==> src/rtl/wut_pkg.sv <==
package wut_pkg;
  localparam int WUT_EXP_W  = 5;
  localparam int WUT_MAN_W  = 8;
  localparam int WUT_KEY_W  = 3;
  localparam int WUT_EN_BIT = 1;
endpackage

==> src/rtl/wut_cmd_decode.sv <==
module wut_cmd_decode #(
  parameter int EXP_W = wut_pkg::WUT_EXP_W,
  parameter int MAN_W = wut_pkg::WUT_MAN_W,
  parameter int KEY_W = wut_pkg::WUT_KEY_W,
  localparam int CMD_W = KEY_W + EXP_W + MAN_W
) (
  input  logic             clk,
  input  logic             rst_n,
  input  logic             cmd_valid,
  input  logic [CMD_W-1:0] cmd_data,
  output logic [EXP_W-1:0] cfg_exp,
  output logic [MAN_W-1:0] cfg_man,
  output logic             reload
);
  logic key_hit;
  assign key_hit = &cmd_data[CMD_W-1 -: KEY_W];
  assign reload  = cmd_valid && key_hit;

  always_ff @(posedge clk or negedge rst_n) begin
    if (!rst_n) begin
      cfg_exp <= '0;
      cfg_man <= '0;
    end else if (reload) begin
      cfg_exp <= cmd_data[MAN_W +: EXP_W];
      cfg_man <= cmd_data[MAN_W-1:0];
    end
  end

  // a word without the key leaves the settings untouched
  a_r1_foreign_ignored: assert property (@(posedge clk) disable iff (!rst_n)
    (cmd_valid && !key_hit) |=> ($stable(cfg_exp) && $stable(cfg_man)));
endmodule

==> src/rtl/wut_prescaler.sv <==
module wut_prescaler #(
  parameter int EXP_W = wut_pkg::WUT_EXP_W,
  localparam int PRE_W = 1 << EXP_W
) (
  input  logic             clk,
  input  logic             rst_n,
  input  logic             clear,
  input  logic             run,
  input  logic [EXP_W-1:0] exp_sel,
  output logic             tick
);
  logic [PRE_W-1:0] cnt;
  logic [PRE_W-1:0] mask;

  assign mask = (PRE_W'(1) << exp_sel) - PRE_W'(1);
  assign tick = run && !clear && ((cnt & mask) == mask);

  always_ff @(posedge clk or negedge rst_n) begin
    if (!rst_n)      cnt <= '0;
    else if (clear)  cnt <= '0;
    else if (run)    cnt <= cnt + PRE_W'(1);
  end

  // a restart leaves the prescaler at zero
  a_r6_pre_restart: assert property (@(posedge clk) disable iff (!rst_n)
    clear |=> (cnt == '0));
endmodule

==> src/rtl/wut_mant_counter.sv <==
module wut_mant_counter #(
  parameter int MAN_W = wut_pkg::WUT_MAN_W
) (
  input  logic             clk,
  input  logic             rst_n,
  input  logic             clear,
  input  logic             tick,
  input  logic [MAN_W-1:0] mant,
  output logic             expire
);
  logic [MAN_W-1:0] cnt;
  logic             last;

  assign last   = (cnt == mant - MAN_W'(1));
  assign expire = tick && (mant != '0) && last;

  always_ff @(posedge clk or negedge rst_n) begin
    if (!rst_n)          cnt <= '0;
    else if (clear)      cnt <= '0;
    else if (expire)     cnt <= '0;
    else if (tick && mant != '0) cnt <= cnt + MAN_W'(1);
  end

  // zero mantissa never expires
  a_r4_zero_silent: assert property (@(posedge clk) disable iff (!rst_n)
    (mant == '0) |-> !expire);
  // the count stays below a nonzero mantissa
  a_r3_in_range: assert property (@(posedge clk) disable iff (!rst_n)
    (mant != '0 && !clear) |=> (mant == '0 || cnt < mant || $changed(mant)));
endmodule

==> src/rtl/wut_timer.sv <==
module wut_timer #(
  parameter int EXP_W  = wut_pkg::WUT_EXP_W,
  parameter int MAN_W  = wut_pkg::WUT_MAN_W,
  parameter int KEY_W  = wut_pkg::WUT_KEY_W,
  parameter int EN_BIT = wut_pkg::WUT_EN_BIT,
  localparam int CMD_W = KEY_W + EXP_W + MAN_W
) (
  input  logic             clk,
  input  logic             rst_n,
  input  logic             cmd_valid,
  output logic             cmd_ready,
  input  logic [CMD_W-1:0] cmd_data,
  input  logic [7:0]       power_cfg,
  input  logic             status_clr,
  output logic             wake_pulse,
  output logic             wake_flag
);
  logic [EXP_W-1:0] cfg_exp;
  logic [MAN_W-1:0] cfg_man;
  logic             reload;
  logic             en;
  logic             restart;
  logic             tick;
  logic             expire;

  assign cmd_ready = 1'b1;
  assign en        = power_cfg[EN_BIT];
  assign restart   = reload || !en;

  wut_cmd_decode #(.EXP_W(EXP_W), .MAN_W(MAN_W), .KEY_W(KEY_W)) u_dec (
    .clk(clk), .rst_n(rst_n), .cmd_valid(cmd_valid), .cmd_data(cmd_data),
    .cfg_exp(cfg_exp), .cfg_man(cfg_man), .reload(reload));

  wut_prescaler #(.EXP_W(EXP_W)) u_pre (
    .clk(clk), .rst_n(rst_n), .clear(restart), .run(en),
    .exp_sel(cfg_exp), .tick(tick));

  wut_mant_counter #(.MAN_W(MAN_W)) u_man (
    .clk(clk), .rst_n(rst_n), .clear(restart), .tick(tick),
    .mant(cfg_man), .expire(expire));

  always_ff @(posedge clk or negedge rst_n) begin
    if (!rst_n) begin
      wake_pulse <= 1'b0;
      wake_flag  <= 1'b0;
    end else begin
      wake_pulse <= expire;
      if (expire)          wake_flag <= 1'b1;
      else if (status_clr) wake_flag <= 1'b0;
    end
  end

  a_r7_pulse_flags: assert property (@(posedge clk) disable iff (!rst_n)
    wake_pulse |-> wake_flag);
  a_r7_sticky: assert property (@(posedge clk) disable iff (!rst_n)
    (wake_flag && !status_clr) |=> wake_flag);
  a_r8_set_wins: assert property (@(posedge clk) disable iff (!rst_n)
    (status_clr && expire) |=> wake_flag);
  a_r5_idle: assert property (@(posedge clk) disable iff (!rst_n)
    !en |=> !wake_pulse);
endmodule

==> config.mk <==
export PLATFORM = sky130hd
export DESIGN_NAME = wut_timer
export DESIGN_NICKNAME = d
export VERILOG_FILES = /design/src/rtl/wut_pkg.sv /design/src/rtl/wut_cmd_decode.sv /design/src/rtl/wut_prescaler.sv /design/src/rtl/wut_mant_counter.sv /design/src/rtl/wut_timer.sv
export SDC_FILE = /design/constraint.sdc
export NUM_CORES = 1
export LEC_CHECK = 0
export ABC_CLOCK_PERIOD_IN_PS = 3750
export CORE_MARGIN = 2
export CORE_UTILIZATION = 50
export CTS_CLUSTER_SIZE = 16
export DETAILED_ROUTE_END_ITERATION = 10
export GPL_ROUTABILITY_DRIVEN = 1
export GPL_TIMING_DRIVEN = 1
export MAX_ROUTING_LAYER = met4
export PLACE_DENSITY_LB_ADDON = 0.1
export SYNTH_ARGS = -nofsm -noshare
export SYNTH_HDL_FRONTEND = slang
export SYNTH_HIERARCHICAL = 1
export SYNTH_SLANG_ARGS = --single-unit
==> constraint.sdc <==
create_clock -name clk -period 3.75 [get_ports clk]
set_clock_uncertainty 0.2 [all_clocks]
set_input_delay 0.375 -clock clk [delete_from_list [all_inputs] [get_ports clk]]
set_output_delay 0.375 -clock clk [all_outputs]
set_load 0.1 [all_outputs]
==> reports/metrics.yaml <==
clocking:
  cts.sinks: 54
  cts_made_buffers: 5
  cts.path.max_buffers: 2
  clock_latency_ps: 310
  cts_tree: "built"
  clk_pin_slew_worst_paths_ps: 100
  htreeDepth: 2
  cts-root-buf: "clkbuf_8"
sta:
  hold_slack_ps: 290
  max_freq_mhz: 271
  rsz0062_at_grt: "true"
  period_share_pct: 98.3
  final-hold-violation-count: 0
  timing.slew.headroom_pct: 34.6
  period_needed_ps: 3690
  worst_pin_slew_ps: 978
  slew_viol_final: 0
  setup_viol: 0
yosys:
  avgSynthCellArea_um2: 9.07
  synth_flop_cell: "dfrtp_1"
  syn_inst: 407
  ys_ff_latch: 54
  synth_cell_type_count: 69
  synth-edff-count: 0
  ys_warn_count: 6
  synthArstFlopShare_pct: 100
  ys_seq_area_share_pct: 36.6
  synth.net_count: 440
  syn-cell-area_um2: 3690
setup_path:
  ff2ff_path_depth: 15
  endpoint_kind: "flop"
  r2r_slack_ps: 60
  crit_end: "u_man/cnt[7]"
  crit_type: "flop to flop"
  cpMostUsedCell: "nor4_4"
  max_stage_delay_ps: 420
  worst-path-max-fanout: 8
  r2r_end: "u_man/cnt[7]"
  crit_path_top_delay_cell: "dfrtp_1"
  r2r_start: "u_dec/cfg_exp[4]"
  worst-endpoint-arrival_ps: 3680
  crit_chain: "nor4_4 -> nand2_2 -> ha_4 -> buf_6 -> nand4b_1 -> o2111ai_2 -> a2111oi_2 -> o211ai_1 -> nor4bb_2 -> buf_4 -> nand3_4 -> nor4_4 -> and4b_1 -> or2_4 -> nor2_1"
  critPathLaunchType: "flop"
  crit_required_ps: 3750
  startpoint: "u_dec/cfg_exp[4]"
layout:
  drive_gt1_share_pct: 16.4
  most-common-layout-cells: "dfrtp_1, nor2_1, nand2_1"
  final_common_cell: "dfrtp_1"
  diodes: 0
  fill_cells: 645
  area_growth_syn_to_layout_pct: 15.7
  layout.nets: 466
die:
  die_h_um: 89.9
  ioPinCount: 31
  rows: 31
  die_area_um2: 8090
  start_util_pct: 51.2
  fp.dieW_um: 89.9
  core_um2: 7210
global_routing:
  grt_max_degree: 39
  grt_usage_pct: 22.6
  grt_pass1_vias: 2914
  grt.overflow.total: 0
  antenna_found_initial: 0
  grt_pass1_wl_um: 14600
routing:
  drtPass1Iterations: 4
  drcViolationCount: 0
  routed_wl_um: 8920
  vias: 3137
  final_antenna_net_count: 0
  wire_per_inst_um: 16.7
  vias_per_cell: 5.89
  drt_iter0_markers: 223
placed_design:
  gp_congestion: 0.860
  dp_hpwl_um: 6180
  port_buffers: 22
power:
  ir_worst_vdd_mv: 0.189
  power_density_nw_per_um2: 374
  leakagePower_nw: 1.74
  finalPower_mw: 1.60
job:
  maxCapViolCount: 0
hold_path:
  hold_class: "flop to flop"
outcome:
  outcome: "completed"
==> worst max-delay path: cells and delay by family, from the launching register on <==
family,cells,cell delay [ps]
simple gates,9,1750
compound gates,3,640
flops,1,420
buf+inv,2,340
fa+ha+maj,1,210
==> layer usage <==
| metal | global-route usage, % | vias to the layer above | routed length, um |
|---|---|---|---|
| met1 | 33.1 | 1562 | 4520 |
| met4 | 4.10 | 0 | 35 |
| met3 | 3.19 | 2 | 338 |
| met2 | 33.9 | 59 | 4030 |
| li1 | - | 1514 | - |
| met5 | - | - | 0 |
==> through the flow <==
step | setup slack (ps) | util [%] | TNS, ps | instances | area [um^2]
2_1_floorplan | 172 | - | 0 | 407 | 3690
3_3_place_gp | -60.4 | 55.9 | -304 | 520 | 4030
3_5_place_dp | -139 | 55.9 | -992 | 520 | 4030
4_1_cts | 9.93 | 58.0 | 0 | 530 | 4190
5_1_grt | -185 | 59.2 | -1510 | 533 | 4270
6_report | 64.9 | 59.2 | 0 | 533 | 4270
==> layout make-up <==
cell class | count | area (um^2) | share of cell area [%]
clock buffer | 5 | 68.8 | 1.61
clock inverter | 3 | 43.8 | 1.03
inverter | 13 | 48.8 | 1.14
multi-input combinational | 313 | 2230 | 52.3
sequential | 54 | 1350 | 31.6
tap | 99 | 124 | 2.90
timing repair buffer | 46 | 402 | 9.41
==> cells in the mapped netlist (all sizes together) (2+ instances only) <==
master,number,area (um^2)
xor2,17,149
nor4,9,103
nor2b,5,31.3
a21o,3,22.5
a21oi,19,98.9
and3,7,43.8
nand4,18,149
o32ai,3,26.3
a21boi,4,30.0
nand2,31,116
o22ai,3,18.8
a31oi,2,12.5
o21bai,2,15.0
buf,19,110
nand3,12,60.1
a2111oi,2,18.8
nand3b,2,15.0
o2111ai,4,35.0
and4,3,26.3
a22oi,2,15.0
o2bb2ai,2,17.5
mux2,15,203
or3,9,56.3
ha,5,62.6
o31ai,2,20.0
nor3,12,65.1
nor4bb,2,20.0
xnor2,21,184
o211ai,4,30.0
nand2b,8,50.1
dfrtp,54,1350
and2,5,33.8
nor2,41,154
o21ai,17,85.1
a32oi,2,17.5
nand4b,3,26.3
nor3b,3,22.5
inv,12,45.0
clkbuf,8,30.0
==> logic make-up after synthesis <==
group           after synthesis  synth area share, %
xor+xnor                     38                 9.01
mux                          16                 5.76
other cells                   1                0.102
simple gates                175                 27.5
fa+ha+maj                     5                 1.69
flops                        54                 36.6
buf+inv                      40                 5.12
compound gates               78                 14.2
==> repair_timing <==
action	4_1_cts	5_1_grt
setup buffers	1	3
resized for setup	4	12
setup endpoints to repair	10	10
hold buffers	1	0
hold endpoints to repair	25	0
pin swaps	4	12
==> power breakdown <==
part	internal (mW)	switching (mW)	total (mW)
Clock	0.200	0.194	0.394
Sequential	0.615	0.0454	0.660
Combinational	0.246	0.299	0.545
Total	1.06	0.538	1.60
==> registers in the layout, summed over array words and instances (netlist names) <==
signal and cells:
u_man/cnt 8, wake_pulse 1, wake_flag 1, u_pre/cnt 31, u_dec/cfg_man 8, u_dec/cfg_exp 5
==> worst min path at each step <==
stage / slack [ps] / depth (start not counted) / start / to
floorplan: -120 / 0 / rst_n / u_dec/cfg_exp[0]
global placement: 200 / 1 / rst_n / u_dec/cfg_man[4]
detailed placement: 210 / 1 / rst_n / u_dec/cfg_man[4]
CTS: 300 / 1 / wake_flag / wake_flag
global route: 320 / 1 / wake_flag / wake_flag
finish: 290 / 1 / wake_flag / wake_flag
(Power assumes the default switching activity.)
